## src/rtl/key_reg_pc1_pkg.sv

```systemverilog
package key_reg_pc1_pkg;
  parameter int BYTE_W  = 8;
  parameter int SEG_W   = 8;
  parameter int NSEG    = 3;
  parameter int TAIL_W  = 4;
  localparam int HALF_W = NSEG * SEG_W + TAIL_W;
  localparam int NBYTES = SEG_W;
  localparam int CNT_W  = $clog2(NBYTES + 1);

  // one-place circular move; right=1 moves bit k to k+1 (toward index 0)
  function automatic logic [HALF_W-1:0] ring_step(input logic [HALF_W-1:0] v,
                                                  input logic right);
    return right ? {v[0], v[HALF_W-1:1]} : {v[HALF_W-2:0], v[HALF_W-1]};
  endfunction
endpackage

```

## src/rtl/kr_half.sv

```systemverilog
module kr_half
  import key_reg_pc1_pkg::*;
(
  input  logic              clk,
  input  logic              rst_n,
  input  logic              clr,
  input  logic              shift_en,
  input  logic [NSEG-1:0]   seg_in,
  input  logic              tail_in,
  input  logic              rot_go,
  input  logic              rot_right,
  input  logic              rot_two,
  output logic [HALF_W-1:0] q,
  output logic              tail_out
);
  logic [HALF_W-1:0] q_r, shifted, once, twice;

  // each 8-bit chain: head at the low bit number, shifting toward higher numbers
  for (genvar s = 0; s < NSEG; s++) begin : g_seg
    localparam int HI = HALF_W - 1 - s * SEG_W;
    assign shifted[HI]                 = seg_in[s];
    assign shifted[HI-1 -: SEG_W-1]    = q_r[HI -: SEG_W-1];
  end

  assign shifted[TAIL_W-1]   = tail_in;
  assign shifted[TAIL_W-2:0] = q_r[TAIL_W-1:1];

  always_comb begin
    once  = ring_step(q_r, rot_right);
    twice = ring_step(once, rot_right);
  end

  always_ff @(posedge clk) begin
    if (!rst_n)        q_r <= '0;
    else if (clr)      q_r <= '0;
    else if (shift_en) q_r <= shifted;
    else if (rot_go)   q_r <= rot_two ? twice : once;
  end

  assign q        = q_r;
  assign tail_out = q_r[0];
endmodule

```

## src/rtl/kr_ctrl.sv

```systemverilog
module kr_ctrl
  import key_reg_pc1_pkg::*;
(
  input  logic              clk,
  input  logic              rst_n,
  input  logic              load_start,
  input  logic              in_valid,
  input  logic [BYTE_W-1:0] in_byte,
  input  logic              rot_en,
  output logic              in_ready,
  output logic              take,
  output logic              clr,
  output logic              rot_go,
  output logic              key_ready,
  output logic              parity_err
);
  logic [CNT_W-1:0] cnt;
  logic             err_r;

  assign key_ready  = (cnt == CNT_W'(NBYTES));
  assign in_ready   = !key_ready;
  assign clr        = load_start;
  assign take       = in_valid && in_ready && !load_start;
  assign rot_go     = rot_en && key_ready && !load_start;
  assign parity_err = err_r;

  always_ff @(posedge clk) begin
    if (!rst_n || load_start) begin
      cnt   <= '0;
      err_r <= 1'b0;
    end else if (take) begin
      cnt   <= cnt + 1'b1;
      err_r <= err_r | ~(^in_byte);
    end
  end
endmodule

```

## src/rtl/key_reg_pc1.sv

```systemverilog
module key_reg_pc1
  import key_reg_pc1_pkg::*;
(
  input  logic              clk,
  input  logic              rst_n,
  input  logic              load_start,
  input  logic              in_valid,
  output logic              in_ready,
  input  logic [7:0]        in_byte,
  input  logic              rot_en,
  input  logic              rot_dir,
  input  logic              rot_two,
  output logic [27:0]       c_key,
  output logic [27:0]       d_key,
  output logic              key_ready,
  output logic              parity_err
);
  logic take, clr, rot_go, c_tail, d_tail;
  logic [NSEG-1:0] c_seg, d_seg;

  kr_ctrl u_ctrl (
    .clk(clk), .rst_n(rst_n), .load_start(load_start), .in_valid(in_valid),
    .in_byte(in_byte), .rot_en(rot_en), .in_ready(in_ready), .take(take),
    .clr(clr), .rot_go(rot_go), .key_ready(key_ready), .parity_err(parity_err)
  );

  // port bit p is in_byte[8-p]; C chains take port bits 1..3, D chains 7..5
  for (genvar s = 0; s < NSEG; s++) begin : g_map
    assign c_seg[s] = in_byte[BYTE_W-1-s];
    assign d_seg[s] = in_byte[1+s];
  end

  kr_half u_c (
    .clk(clk), .rst_n(rst_n), .clr(clr), .shift_en(take), .seg_in(c_seg),
    .tail_in(in_byte[BYTE_W-4]), .rot_go(rot_go), .rot_right(rot_dir),
    .rot_two(rot_two), .q(c_key), .tail_out(c_tail)
  );

  kr_half u_d (
    .clk(clk), .rst_n(rst_n), .clr(clr), .shift_en(take), .seg_in(d_seg),
    .tail_in(c_tail), .rot_go(rot_go), .rot_right(rot_dir),
    .rot_two(rot_two), .q(d_key), .tail_out(d_tail)
  );
endmodule

```

## config.mk

```make
export PLATFORM = sky130hd
export DESIGN_NAME = key_reg_pc1
export DESIGN_NICKNAME = d
export VERILOG_FILES = /design/src/rtl/key_reg_pc1_pkg.sv /design/src/rtl/kr_half.sv /design/src/rtl/kr_ctrl.sv /design/src/rtl/key_reg_pc1.sv
export SDC_FILE = /design/constraint.sdc
export NUM_CORES = 1
export LEC_CHECK = 0
export CAP_MARGIN = 0
export CORE_ASPECT_RATIO = 1.2
export CORE_MARGIN = 4
export CORE_UTILIZATION = 45
export CTS_CLUSTER_DIAMETER = 80
export DETAILED_ROUTE_END_ITERATION = 8
export PLACE_DENSITY = 0.67
export RECOVER_POWER = 25
export REMOVE_ABC_BUFFERS = 1
export SYNTH_ARGS = -nofsm -noshare
export SYNTH_HDL_FRONTEND = slang
export SYNTH_HIERARCHICAL = 1
export SYNTH_SLANG_ARGS = --single-unit
```

## constraint.sdc

```tcl
create_clock -name clk -period 6.3 [get_ports clk]
set_clock_uncertainty 0.2 [all_clocks]
set_input_delay 0.945 -clock clk [delete_from_list [all_inputs] [get_ports clk]]
set_output_delay 0.945 -clock clk [all_outputs]
set_load 0.02 [all_outputs]
```

==> results of run 1 <==
==> per-stage QoR <==
step / worst slack, ns / hold slack (ns) / util, % / TNS, ns
global placement: 2.452 / 0.2708 / 51.97 / 0
CTS: 2.721 / 0.2785 / 55.17 / 0
floorplan: -0.1230 / 0.2661 / - / -6.886
finish: 2.602 / 0.2728 / 55.17 / 0
detailed placement: 2.360 / 0.2712 / 51.97 / 0
global route: 2.381 / 0.3028 / 55.17 / 0
==> synthesized netlist by cell type <==
cell	n	share of area (%)
nor2b_1	3	0.42
clkbuf_2	2	0.22
nand3_1	2	0.22
dfxtp_1	61	27
buf_4	5	0.84
nor2_1	4	0.34
nand2b_1	3	0.42
xnor2_1	7	1.4
buf_6	2	0.51
nor3b_1	1	0.17
o21ai_0	32	3.6
nand4_1	1	0.14
o22ai_1	57	8.0
or3_1	1	0.14
o221a_1	56	14
buf_1	4	0.34
inv_1	60	5.1
mux2i_1	112	25
o21ai_1	24	2.7
nand3b_4	1	0.45
nand2_4	1	0.25
buf_12	8	3.6
clkbuf_1	14	1.2
buf_2	14	1.6
inv_2	2	0.17
ha_1	2	0.56
a21oi_1	1	0.11
nand2_1	3	0.25
xor2_1	3	0.59
==> registers in the layout, indices dropped and copies added (netlist names) <==
| signal | cells |
|---|---|
| u_c/q | 28 |
| u_d/q | 28 |
| u_ctrl/cnt | 4 |
| u_ctrl/parity_err | 1 |
==> worst max path at each step <==
stage                from         to  slack (ns)  depth (start not counted)
2_1_floorplan  load_start   u_c/q[0]       -0.12                          4
3_3_place_gp   load_start  u_d/q[19]        2.45                          6
3_5_place_dp   load_start  u_c/q[10]        2.36                          6
4_1_cts        load_start  u_c/q[19]        2.72                          6
5_1_grt        load_start  u_d/q[20]        2.38                          6
6_report       load_start   u_c/q[4]        2.60                          6
==> area by class of cell <==
class                      count  area, um^2  area share, %
tap                          123       153.9          2.902
sequential                    61        1221          23.02
inverter                      62       232.7          4.388
clock buffer                  11       232.7          4.388
timing repair buffer          75       747.0          14.08
multi-input combinational    314        2641          49.80
clock inverter                 5       75.07          1.415
==> power breakdown <==
group          internal [mW]  switching (mW)
sequential             0.398          0.0210
combinational         0.0750          0.0806
clock                  0.344           0.175
total                  0.817           0.276
==> placed cells by master (no fill, tap or decap), drive strengths merged, types with 4 or more instances in the layout <==
| master | instances |
|---|---|
| clkbuf | 11 |
| xnor2 | 7 |
| mux2i | 112 |
| dfxtp | 61 |
| o221a | 56 |
| clkdlybuf4s50 | 46 |
| nor2 | 4 |
| inv | 62 |
| o21ai | 56 |
| dlygate4sd3 | 26 |
| nand2 | 4 |
| o22ai | 57 |
==> routing by layer <==
metal	vias up	wire length (um)	share of wire, %	global-route usage, %
met5	-	0	0	0
met4	0	108	0.99	5.556
met3	9	541	5.0	3.853
met2	108	5135	47	30.38
met1	1871	5108	47	25.46
li1	1908	-	-	-
==> logic make-up (layout without fill, tap and decap cells) <==
kind of cell	after synthesis	in the layout	share of synthesized area, %
simple gates	20	20	2.810
fa+ha+maj	2	2	0.5619
xor+xnor	10	10	1.967
mux	112	112	25.18
flops	61	61	27.42
buf+inv	111	153	13.49
compound gates	170	170	28.58
==> worst reg2reg max path: stages, from the launching register on <==
cell and delay (ns):
dfxtp_1 0.32, inv_1 0.09, ha_1 0.20, nand3b_4 0.13, nor3b_2 0.19, buf_4 0.56
nand2_1 0.76, o21ai_0 0.46, o221a_1 0.22
==> impl_metrics.env, run 1 <==
export IMPL_ys_ff_latch=61
export IMPL_cts_tree="done"
export IMPL_synth_cells=486
export IMPL_cts_buffers=9
export IMPL_cap_violations=0
export IMPL_rr_worst_depth=8
export IMPL_insertion_delay_ns=0.33
export IMPL_dp_hpwl_um=6322
export IMPL_routed_wl_um=10890
export IMPL_clockBufferDepth=2
export IMPL_postPlaceCellArea_mm2=0.004996
export IMPL_finalInstanceArea_mm2=0.005304
export IMPL_p_total_mw=1.093
export IMPL_cp_end_kind="flop"
export IMPL_holdCritStartpoint="u_ctrl/parity_err"
export IMPL_yosys_warnings=6
export IMPL_cts_setup_buffers=0
export IMPL_rr_endpoint="u_c/q[4]"
export IMPL_grt_overflow=0
export IMPL_postRouteAntennaNets=0
export IMPL_place_congestion=0.7619
export IMPL_r2r_slack_ns=3.12
export IMPL_drc=0
export IMPL_die_w_um=98.81
export IMPL_holdPathEnd="u_ctrl/parity_err"
export IMPL_stdcell_count=651
export IMPL_htree_levels=3
export IMPL_ctsResizeCount=0
export IMPL_ir_worst_vdd_v=0.0001204
export IMPL_drtIter0Drc=168
export IMPL_leakagePower_nw=2.067
export IMPL_period_share_pct=58.71
export IMPL_drt_pass1_iter_count=4
export IMPL_worst_setup_path_type="in2reg"
export IMPL_cp_cell_sequence="dlygate4sd3_1 -> nor3b_2 -> buf_4 -> nand2_1 -> o21ai_0 -> o221a_1"
export IMPL_io_buffers=73
export IMPL_period_needed_ns=3.698
export IMPL_max_freq_mhz=270.4
export IMPL_avgSynthCellArea_um2=9.163
export IMPL_initial_core_util_pct=46.32
export IMPL_grt_max_degree=74
export IMPL_antenna_cells=0
export IMPL_grt_antenna_before_repair=0
export IMPL_seq_area_frac_synth_pct=27.42
export IMPL_track_usage_pct=18.79
export IMPL_start_kind="input port"
export IMPL_rows=39
export IMPL_clockRootBuffer="clkbuf_16"
export IMPL_syn_area_mm2=0.004453
export IMPL_rsz0062_at_grt="false"
export IMPL_setup_violations=0
export IMPL_slowest_stage="nand2_1"
export IMPL_slew_headroom_pct=17.30
export IMPL_die_h_um=117.0
export IMPL_cts_sinks=61
export IMPL_cp_arrival_ns=3.77
export IMPL_dr_total_vias=3896
export IMPL_fill_cells=875
export IMPL_wl_per_cell_um=16.73
export IMPL_layout_nets=540
export IMPL_ctsHoldBuffers=0
export IMPL_cp_slowest_stage_delay_ns=0.75
export IMPL_area_delta_synth_final_pct=19.11
export IMPL_dp_cells=635
export IMPL_r2r_start="u_ctrl/cnt[0]"
export IMPL_finalHoldViolCount=0
export IMPL_power_density_mw_per_mm2=206.2
export IMPL_grt_pass1_wl_um=18200
export IMPL_drv_slew=0
export IMPL_worstPathBufferInverterCount=2
export IMPL_grt_pass1_vias=3666
export IMPL_min_path_type="reg2reg"
export IMPL_drive_above_1_share_pct=4.545
export IMPL_path_max_fanout=60
export IMPL_num_io_pins=74
export IMPL_cp_required_ns=6.37
export IMPL_core_area_mm2=0.009613
export IMPL_status="completed"
export IMPL_die_area_mm2=0.01156
export IMPL_viasPerCell=5.985
export IMPL_cp_top_family="buffers and inverters"
export IMPL_whs_path_depth=2
export IMPL_clk_pin_slew_ns=0.06
export IMPL_synth_distinct_cells=29
export IMPL_tightest_slew_ns=1.235
(Power assumes the default switching activity.)
==> run 2, diff against run 1 <==
- PLACE_DENSITY: 0.67 -> 0.7
- clock period: 6.3 -> 3.4 ns (I/O delays scaled with it)
==> impl_metrics.env, run 2 (synthesis results as in run 1) <==
export IMPL_status="completed"
export IMPL_tightest_slew_ns=0.7937
export IMPL_slowest_stage="clkdlybuf4s50_1"
export IMPL_leakagePower_nw=2.114
export IMPL_drc=0
export IMPL_drv_slew=0
export IMPL_cp_end_kind="output port"
export IMPL_grt_pass1_wl_um=18230
export IMPL_clockBufferDepth=2
export IMPL_postRouteAntennaNets=0
export IMPL_antenna_cells=0
export IMPL_path_max_fanout=6
export IMPL_final_core_util_pct=56.18
export IMPL_min_path_type="reg2reg"
export IMPL_rows=39
export IMPL_period_needed_ns=2.462
export IMPL_grt_max_degree=56
export IMPL_initial_core_util_pct=46.32
export IMPL_cp_required_ns=2.69
export IMPL_cts_tree="done"
export IMPL_cp_slowest_stage_delay_ns=0.59
export IMPL_holdWs_ns=0.2875
export IMPL_layout_nets=552
export IMPL_grt_overflow=0
export IMPL_drt_pass1_iter_count=4
export IMPL_layout_setup_ws_ns=0.9381
export IMPL_io_buffers=73
export IMPL_die_w_um=98.81
export IMPL_cts_sinks=61
export IMPL_worstPathBufferInverterCount=3
export IMPL_cap_violations=0
export IMPL_wl_per_cell_um=16.52
export IMPL_drtIter0Drc=165
export IMPL_num_io_pins=74
export IMPL_core_area_mm2=0.009613
export IMPL_area_delta_synth_final_pct=21.27
export IMPL_cp_common_cell="inv_1"
export IMPL_power_density_mw_per_mm2=369.3
export IMPL_clk_pin_slew_ns=0.05
export IMPL_cp_top_family="buffers and inverters"
export IMPL_max_freq_mhz=406.2
export IMPL_die_area_mm2=0.01156
export IMPL_start_kind="flop"
export IMPL_grt_pass1_vias=3710
export IMPL_ir_worst_vdd_v=0.0002139
export IMPL_viasPerCell=5.903
export IMPL_postPlaceCellArea_mm2=0.005099
export IMPL_track_usage_pct=18.81
export IMPL_slew_headroom_pct=47.01
export IMPL_rsz0062_at_grt="false"
export IMPL_drive_above_1_share_pct=7.037
export IMPL_worst_setup_path_type="reg2out"
export IMPL_final_cell_mix="112 x mux2i_1, 61 x dfxtp_1, 60 x inv_1"
export IMPL_die_h_um=117.0
export IMPL_cp_arrival_ns=1.75
export IMPL_period_share_pct=72.41
export IMPL_stdcell_count=663
export IMPL_final_common_cell="mux2i_1"
export IMPL_place_congestion=0.7670
export IMPL_finalHoldViolCount=0
export IMPL_cts_setup_buffers=0
export IMPL_cts_buffers=9
export IMPL_place_ws_ns=0.7536
export IMPL_ctsResizeCount=0
export IMPL_finalInstanceArea_mm2=0.005400
export IMPL_insertion_delay_ns=0.33
export IMPL_dp_cells=647
export IMPL_dp_hpwl_um=6687
export IMPL_grt_antenna_before_repair=0
export IMPL_ctsHoldBuffers=0
export IMPL_htree_levels=3
export IMPL_clockRootBuffer="clkbuf_16"
export IMPL_cp_cell_sequence="inv_1 -> ha_1 -> nand3b_4 -> inv_1 -> clkdlybuf4s50_1"
export IMPL_setup_violations=0
export IMPL_routed_wl_um=10960
export IMPL_dr_total_vias=3914
==> run 2: cell count changes in the layout (fill, tap and decap cells not counted) <==
cell | before | now
clkinv_2 | 3 | 2
buf_4 | 2 | 13
bufinv_16 | 2 | 1
clkbuf_8 | 0 | 1
buf_12 | 0 | 1
clkinvlp_4 | 0 | 3
clkbuf_1 | 2 | 0
==> run 2: worst reg2reg max path, stage by stage, from the launching register on <==
cell	delay (ns)
dfxtp_1	0.33
inv_1	0.09
ha_1	0.20
nand3b_4	0.13
nand2_4	0.11
nor2_1	0.06
inv_2	0.59
o21ai_0	0.29
o221a_1	0.27
==> run 2: layout make-up <==
class                      count  area, um^2
clock buffer                  10       239.0
multi-input combinational    314        2641
timing repair buffer          87       849.6
fill                         883        4213
clock inverter                 6       62.56
inverter                      62       232.7
tap                          123       153.9
sequential                    61        1221
==> run 2: path summary, 6_finish.rpt <==
kind / start / endpoint / slack (ns) / cells past startpoint
worst max-delay path: u_ctrl/cnt[0] / key_ready / 0.94 / 5
worst min-delay path: u_ctrl/cnt[1] / u_ctrl/cnt[1] / 0.29 / 2
worst max register to register: u_ctrl/cnt[0] / u_c/q[6] / 1.03 / 8
worst min register to register: u_ctrl/cnt[1] / u_ctrl/cnt[1] / 0.29 / 2
==> run 2: routing by layer <==
metal  global-route usage (%)  part of all wire [%]  routed length [um]
met5                        0                     0                   0
met4                    6.922                   1.0                 113
met3                    3.142                   4.5                 493
met2                    30.69                    48                5226
met1                    25.15                    47                5122
==> run 2: metrics by stage <==
step                power [mW]  TNS (ns)
floorplan               0.9507   -161.81
global placement         1.082         0
detailed placement       1.087         0
CTS                      2.007         0
global route             2.074         0
finish                   1.994         0
==> run 2: power by group <==
| part | internal [mW] | switching, mW | leakage [nW] |
|---|---|---|---|
| combinational | 0.144 | 0.150 | 1.48 |
| sequential | 0.737 | 0.0386 | 0.496 |
| clock | 0.584 | 0.341 | 0.140 |
| total | 1.47 | 0.529 | 2.11 |
